==> src/rtl/pkt_tx_pkg.sv <==
// Shared constants, phase encoding and configuration record for the
// packet transmit framer. Assumes byte-wide queue data.
package pkt_tx_pkg;
    localparam int BYTE_W    = 8;
    localparam int LEN_W     = 8;
    localparam int SYNC_W    = 16;
    localparam int PRE_IDX_W = 3;
    localparam int PN_W      = 9;
    localparam int PN_TAP    = 5;
    localparam int CRC_W     = 16;
    localparam logic [CRC_W-1:0]  CRC_POLY = 16'h8005;
    localparam logic [CRC_W-1:0]  CRC_SEED = 16'hFFFF;
    localparam logic [BYTE_W-1:0] PRE_BYTE = 8'hAA;

    typedef enum logic [2:0] {
        PH_IDLE, PH_PRE, PH_SYNC, PH_LEN, PH_PAY, PH_CRC
    } phase_e;

    typedef struct packed {
        logic [PRE_IDX_W-1:0] pre_idx;
        logic                 sync_en;
        logic [SYNC_W-1:0]    sync_word;
        logic                 var_len;
        logic [LEN_W-1:0]     len;
        logic                 crc_en;
        logic                 white_en;
        logic                 manch_en;
    } cfg_t;

    // Preamble byte count from the pseudo-floating index.
    function automatic logic [LEN_W-1:0] pre_bytes(input logic [PRE_IDX_W-1:0] idx);
        return LEN_W'((32'd2 + 32'(idx[0])) << idx[PRE_IDX_W-1:1]);
    endfunction
endpackage

==> src/rtl/pkt_pn9.sv <==
// Whitening sequence generator: a right-shifting LFSR. It is reseeded with
// all ones on seed and advances once per step. Assumes seed and step are
// never requested in the same cycle for a meaningful step.
module pkt_pn9 #(
    parameter int W   = pkt_tx_pkg::PN_W,
    parameter int TAP = pkt_tx_pkg::PN_TAP
) (
    input  logic clk,
    input  logic rst_n,
    input  logic seed,
    input  logic step,
    output logic bit_o
);
    logic [W-1:0] s_q;

    // Seed or advance the sequence register.
    always_ff @(posedge clk) begin
        if (!rst_n)    s_q <= '1;
        else if (seed) s_q <= '1;
        else if (step) s_q <= {s_q[0] ^ s_q[TAP], s_q[W-1:1]};
    end

    assign bit_o = s_q[0];
endmodule

==> src/rtl/pkt_crc16.sv <==
// Bit-serial CRC register, MSB-first data. It is seeded on seed and
// absorbs din on en. Assumes seed and en are exclusive.
module pkt_crc16 #(
    parameter int            W    = pkt_tx_pkg::CRC_W,
    parameter logic [W-1:0]  POLY = pkt_tx_pkg::CRC_POLY,
    parameter logic [W-1:0]  SEED = pkt_tx_pkg::CRC_SEED
) (
    input  logic         clk,
    input  logic         rst_n,
    input  logic         seed,
    input  logic         en,
    input  logic         din,
    output logic [W-1:0] crc_o
);
    logic [W-1:0] crc_q;
    logic         fb;

    assign fb = crc_q[W-1] ^ din;

    // Seed or fold one data bit into the remainder.
    always_ff @(posedge clk) begin
        if (!rst_n)    crc_q <= SEED;
        else if (seed) crc_q <= SEED;
        else if (en)   crc_q <= {crc_q[W-2:0], 1'b0} ^ (fb ? POLY : '0);
    end

    assign crc_o = crc_q;
endmodule

==> src/rtl/pkt_tx_framer.sv <==
// Packet transmit framer. It sends preamble, sync, optional length byte,
// payload and optional CRC as one symbol per sym_tick, with optional
// whitening and Manchester coding. It assumes a show-ahead queue
// (fifo_data is valid while !fifo_empty), a length byte or cfg_len that is
// never zero, and configuration that is sampled only at start.
module pkt_tx_framer
    import pkt_tx_pkg::*;
(
    input  logic                 clk,
    input  logic                 rst_n,
    input  logic                 start,
    input  logic                 sym_tick,
    input  logic [PRE_IDX_W-1:0] cfg_pre_idx,
    input  logic                 cfg_sync_en,
    input  logic [SYNC_W-1:0]    cfg_sync_word,
    input  logic                 cfg_var_len,
    input  logic [LEN_W-1:0]     cfg_len,
    input  logic                 cfg_crc_en,
    input  logic                 cfg_white_en,
    input  logic                 cfg_manch_en,
    input  logic                 fifo_empty,
    input  logic [BYTE_W-1:0]    fifo_data,
    output logic                 fifo_pop,
    output logic                 tx_bit,
    output logic                 tx_strobe,
    output logic                 busy,
    output logic                 underflow
);
    localparam int SYNC_BYTES = SYNC_W / BYTE_W;
    localparam int CRC_BYTES  = CRC_W / BYTE_W;
    localparam int BIT_W      = $clog2(BYTE_W);

    cfg_t                cfg_q, cfg_in;
    phase_e              ph_q, nxt_ph, first_ph;
    logic                busy_q, half_q, last_q, end_q;
    logic                tx_bit_q, strobe_q, unf_q;
    logic [LEN_W-1:0]    idx_q, nxt_idx, len_q, pay_len;
    logic [BIT_W-1:0]    bit_q;
    logic [BYTE_W-1:0]   sh_q, src, cur;
    logic                launch, act, data_step, load, fifo_ph, starve;
    logic                wh_ph, raw, sym_data, byte_end, pkt_last;
    logic                pn_bit;
    logic [CRC_W-1:0]    crc_val;

    assign cfg_in = '{pre_idx: cfg_pre_idx, sync_en: cfg_sync_en, sync_word: cfg_sync_word,
                      var_len: cfg_var_len, len: cfg_len, crc_en: cfg_crc_en,
                      white_en: cfg_white_en, manch_en: cfg_manch_en};

    assign first_ph  = cfg_sync_en ? PH_PRE : (cfg_var_len ? PH_LEN : PH_PAY);
    assign launch    = start && !busy_q;
    assign act       = busy_q && sym_tick;
    assign data_step = act && !half_q;
    assign load      = data_step && (bit_q == '0);
    assign fifo_ph   = (ph_q == PH_LEN) || (ph_q == PH_PAY);
    assign starve    = load && fifo_ph && fifo_empty;
    assign fifo_pop  = load && fifo_ph && !fifo_empty;
    assign wh_ph     = cfg_q.white_en && (fifo_ph || ph_q == PH_CRC);
    assign byte_end  = (bit_q == BIT_W'(BYTE_W - 1));
    assign pay_len   = cfg_q.var_len ? len_q : cfg_q.len;

    // Pick the byte that starts at the current position of the packet.
    always_comb begin
        unique case (ph_q)
            PH_PRE:          src = PRE_BYTE;
            PH_SYNC:         src = (idx_q == '0) ? cfg_q.sync_word[SYNC_W-1 -: BYTE_W]
                                                 : cfg_q.sync_word[BYTE_W-1:0];
            PH_LEN, PH_PAY:  src = fifo_data;
            PH_CRC:          src = (idx_q == '0) ? crc_val[CRC_W-1 -: BYTE_W]
                                                 : crc_val[BYTE_W-1:0];
            default:         src = '0;
        endcase
    end

    assign cur      = (bit_q == '0) ? src : sh_q;
    assign raw      = cur[BYTE_W-1];
    assign sym_data = raw ^ (wh_ph & pn_bit);

    // Work out the phase and byte index that follow the current byte.
    always_comb begin
        nxt_ph   = ph_q;
        nxt_idx  = idx_q + LEN_W'(1);
        pkt_last = 1'b0;
        unique case (ph_q)
            PH_PRE: if (idx_q + LEN_W'(1) == pre_bytes(cfg_q.pre_idx)) begin
                nxt_ph  = PH_SYNC;
                nxt_idx = '0;
            end
            PH_SYNC: if (idx_q == LEN_W'(SYNC_BYTES - 1)) begin
                nxt_ph  = cfg_q.var_len ? PH_LEN : PH_PAY;
                nxt_idx = '0;
            end
            PH_LEN: begin
                nxt_ph  = PH_PAY;
                nxt_idx = '0;
            end
            PH_PAY: if (idx_q + LEN_W'(1) == pay_len) begin
                nxt_idx = '0;
                if (cfg_q.crc_en) nxt_ph = PH_CRC;
                else begin
                    nxt_ph   = PH_IDLE;
                    pkt_last = 1'b1;
                end
            end
            PH_CRC: if (idx_q == LEN_W'(CRC_BYTES - 1)) begin
                nxt_ph   = PH_IDLE;
                pkt_last = 1'b1;
            end
            default: ;
        endcase
    end

    pkt_pn9 u_pn9 (
        .clk   (clk),
        .rst_n (rst_n),
        .seed  (launch),
        .step  (data_step && !starve && wh_ph),
        .bit_o (pn_bit)
    );

    pkt_crc16 u_crc (
        .clk   (clk),
        .rst_n (rst_n),
        .seed  (launch),
        .en    (data_step && !starve && fifo_ph),
        .din   (raw),
        .crc_o (crc_val)
    );

    // Packet sequencer: launch, per-tick symbol emission, end and underflow.
    always_ff @(posedge clk) begin
        if (!rst_n) begin
            busy_q   <= 1'b0;
            cfg_q    <= '0;
            ph_q     <= PH_IDLE;
            idx_q    <= '0;
            len_q    <= '0;
            bit_q    <= '0;
            sh_q     <= '0;
            half_q   <= 1'b0;
            last_q   <= 1'b0;
            end_q    <= 1'b0;
            tx_bit_q <= 1'b0;
            strobe_q <= 1'b0;
            unf_q    <= 1'b0;
        end else begin
            strobe_q <= 1'b0;
            unf_q    <= 1'b0;
            if (launch) begin
                busy_q <= 1'b1;
                cfg_q  <= cfg_in;
                ph_q   <= first_ph;
                idx_q  <= '0;
                bit_q  <= '0;
                half_q <= 1'b0;
                end_q  <= 1'b0;
            end else if (act) begin
                if (half_q) begin
                    tx_bit_q <= ~last_q;
                    strobe_q <= 1'b1;
                    half_q   <= 1'b0;
                    if (end_q) busy_q <= 1'b0;
                end else if (starve) begin
                    unf_q  <= 1'b1;
                    busy_q <= 1'b0;
                    ph_q   <= PH_IDLE;
                end else begin
                    tx_bit_q <= sym_data;
                    strobe_q <= 1'b1;
                    last_q   <= sym_data;
                    half_q   <= cfg_q.manch_en;
                    sh_q     <= {cur[BYTE_W-2:0], 1'b0};
                    bit_q    <= bit_q + BIT_W'(1);
                    if (load && ph_q == PH_LEN) len_q <= fifo_data;
                    if (byte_end) begin
                        ph_q  <= nxt_ph;
                        idx_q <= nxt_idx;
                        if (pkt_last) begin
                            if (cfg_q.manch_en) end_q  <= 1'b1;
                            else                busy_q <= 1'b0;
                        end
                    end
                end
            end
        end
    end

    assign tx_bit    = tx_bit_q;
    assign tx_strobe = strobe_q;
    assign busy      = busy_q;
    assign underflow = unf_q;
endmodule

==> config.mk <==
export PLATFORM = sky130hd
export DESIGN_NAME = pkt_tx_framer
export DESIGN_NICKNAME = d
export VERILOG_FILES = /design/src/rtl/pkt_tx_pkg.sv /design/src/rtl/pkt_pn9.sv /design/src/rtl/pkt_crc16.sv /design/src/rtl/pkt_tx_framer.sv
export SDC_FILE = /design/constraint.sdc
export NUM_CORES = 1
export LEC_CHECK = 0
export ABC_CLOCK_PERIOD_IN_PS = 3500
export BUFFER_PORTS_ARGS = -buffer_cell sky130_fd_sc_hd__buf_2
export CAP_MARGIN = 20
export CORE_ASPECT_RATIO = 0.9
export CORE_MARGIN = 2
export CORE_UTILIZATION = 45
export CTS_CLUSTER_SIZE = 8
export DETAILED_ROUTE_END_ITERATION = 8
export HOLD_SLACK_MARGIN = 0.12
export PLACE_DENSITY_LB_ADDON = 0.25
export SETUP_SLACK_MARGIN = 0.1
export SLEW_MARGIN = 20
export SYNTH_ARGS = -nofsm -noshare
export SYNTH_HDL_FRONTEND = slang
export SYNTH_HIERARCHICAL = 1
export SYNTH_SLANG_ARGS = --single-unit
==> constraint.sdc <==
create_clock -name clk -period 3.5 [get_ports clk]
set_clock_uncertainty 0.1 [all_clocks]
set_input_delay 0.175 -clock clk [delete_from_list [all_inputs] [get_ports clk]]
set_output_delay 0.175 -clock clk [all_outputs]
set_load 0.02 [all_outputs]
==> results.tsv <==
metric	value	unit
CP endpoint kind	register	
PwrDens	399	nW/um^2
Fin. Hold Viols	0	
Reg clk slew, reported paths	60	ps
Area growth, synth to finish	17.8	%
Core Region	10700	sq um
Port Buf Inserts	49	
final period demand of the worst path	3010	ps
DR iter-0 viols	307	
Max IR drop VDD	0.421	mV
max-slew violations	0	
Final Non-Filler Cells	767	
final setup margin	488	ps
Tcrit/Tclk final	0.861	
met3 Usage GRT	0.0388	
Worst Path Required	3600	ps
placed cell area	5110	sq um
Rel. slew slack	0.338	
flops & latches, synth	92	
htree depth	3	
# rows	36	
CP peak stage delay	510	ps
Pleak	2.07	nW
DRC viols	0	
Critical Path Source Type	register	
GRT Residual Overflow	0	
layout cells sized above 1	0.131	
vias in the first global route	4001	
Routed WL	12500	um
CTS max path bufs	2	
routing usage on met1	0.308	
latest clock arrival within the worst-skew pair	340	ps
via count	4217	
ANT cells	0	
Mapped Nets	615	
antenna-violating nets left	0	
Ports	50	
Seq/Total Area, Yosys	0.375	
fmax	332	MHz
TNS Setup	0	ps
DRT Pass-1 Iters	5	
Layout Utilization	0.540	
crit-path cells	inv_1 > ha_1 > or4b_1 > o311ai_0 > o311ai_1 > a221oi_2 > o21ai_0 > a21oi_1 > o32ai_1	
FILL cells	981	
CTS sink count	92	
Ys Warns	6	
Post-Place Setup Slack	571	ps
GRT Overall Usage	0.220	
Inst Count DP	711	
die width	114	um
crit path kind	reg2reg	
number of synthesized flops with an enable pin	0	
Async S/R FF share, synth	0	
Most Crowded Layer GR	met2	
Vias per Instance	5.50	
Synth cell types	66	
Max-Cap Viols	0	
Hold Crit Class	in2reg	
antenna violations before repair	0	
largest net degree at the start of global routing	39	
Worst Path Arrival	3120	ps
post-DP HPWL	8590	um
status	complete, no violations	
first-pass GRT wire length	20200	um
Most used DFF post-synth	dfxtp_1	
layout net count	681	
met2 GRT Util	0.357	
CTS tree	done	
design area	5790	sq um
RSZ-0062 raised after global routing	no	
root buf cell	clkbuf_16	
Worst-Margin Slew	991	ps
Cells after Synth	564	
GP Congestion	0.954	
slowest CP cell	dfxtp_1	
CP max FO	8	
count of final setup violators	0	
R2R Setup Slk	490	ps
Post-Syn Area per Cell	8.71	sq um
die area	11800	sq um
Netlist Area Pre-Place	4910	sq um
Routed wire per std cell	16.3	um
Initial Util	0.458	
Die Y	103	um
CTS Buf Count	9	
[critical path: cells and delay by family (launching register included)]
kind / cells / cell delay [ps]
compound gates: 6 / 1190
fa+ha+maj: 1 / 460
buf+inv: 1 / 140
flops: 1 / 510
simple gates: 1 / 460
[final cells by class]
type	instances	area, sq um	share of cell area
inverter	13	48.8	0.00843
multi-input combinational	421	2790	0.481
timing repair buffer	93	678	0.117
sequential	92	1840	0.318
clock inverter	4	23.8	0.00411
clock buffer	11	243	0.0419
tap	133	166	0.0288
[layer usage]
layer  part of all wire  vias to the layer above
li1                   -                     2101
met1               0.47                     1987
met2               0.46                      121
met3              0.059                        8
met4             0.0073                        0
met5                  0                        -
[stage by stage]
stage,total power [mW],hold WS [ps]
final,2.31,241
after global routing,2.40,250
after CTS,2.33,231
after detailed placement,1.39,333
after global placement,1.39,326
after floorplan,1.31,220
[final timing paths]
kind / startpoint / end / cells past startpoint
max: idx_q[0] / idx_q[1] / 9
min: rst_n / cfg_q[3] / 2
max reg2reg: idx_q[0] / idx_q[1] / 9
min reg2reg: tx_bit / tx_bit / 2
[state kept, by name, summed over array words and instances, names as in the netlist]
register,cells
busy,1
end_q,1
u_crc/crc_o,16
cfg_q,31
tx_strobe,1
ph_q,3
len_q,8
idx_q,8
half_q,1
tx_bit,1
u_pn9/s_q,9
sh_q,7
last_q,1
bit_q,3
underflow,1
[cell usage in the layout, fill, tap and decap left out, drive strengths merged, types with 2 or more instances in the layout]
cell type	instances
buf	52
clkbuf	11
nor2	18
o32ai	3
a221oi	4
inv	13
a211oi	3
nor3	12
nor4	4
ha	6
a21boi	35
xor2	7
nor3b	4
nor2b	23
a21oi	14
nand2	116
dlygate4sd3	41
o21ai	18
and3	12
o221ai	7
mux2i	55
xnor2	15
nand2b	3
nand3	19
a211o	2
nand4	5
a31oi	5
dfxtp	92
nor4b	2
o311ai	2
and2	4
o211ai	4
clkinv	4
a22oi	2
and2b	2
[what timing repair did]
item                                   CTS  global route
hold buffers                            41             0
gates resized for setup                  0             0
endpoints found under the hold margin   42             0
setup buffers                            0             0
[Yosys cell counts, drive strengths merged (3+ instances only)]
cell / n / share of area
a211oi: 3 / 0.0056
dfxtp: 92 / 0.38
nor2: 18 / 0.014
inv: 12 / 0.0092
o21ai: 18 / 0.018
and3: 12 / 0.016
nand3: 19 / 0.020
o32ai: 3 / 0.0069
nand4: 5 / 0.0064
nor4: 4 / 0.0082
nand2b: 3 / 0.0038
xnor2: 15 / 0.028
nor3b: 4 / 0.0071
nand2: 116 / 0.089
o211ai: 4 / 0.0061
a221oi: 4 / 0.0084
buf: 22 / 0.036
clkbuf: 16 / 0.012
mux2i: 55 / 0.11
a21oi: 14 / 0.014
o221ai: 7 / 0.012
a31oi: 5 / 0.0076
and2: 4 / 0.0051
nor2b: 23 / 0.029
a21boi: 35 / 0.054
nor3: 12 / 0.016
ha: 6 / 0.015
xor2: 7 / 0.012
[where the power goes]
part | switching [mW] | leakage [nW] | internal, mW
sequential | 0.0304 | 0.748 | 1.08
clock | 0.407 | 0.136 | 0.496
combinational | 0.167 | 1.19 | 0.132
total | 0.605 | 2.07 | 1.71
[logic make-up (layout without fill, tap and decap cells)]
kind of cell,count (synthesis),after routing,share of synthesized area
flops,92,92,0.375
simple gates,228,228,0.232
buf+inv,51,121,0.0583
mux,55,55,0.112
xor+xnor,23,23,0.0454
fa+ha+maj,6,6,0.0153
compound gates,109,109,0.162
(Power assumes the default switching activity.)
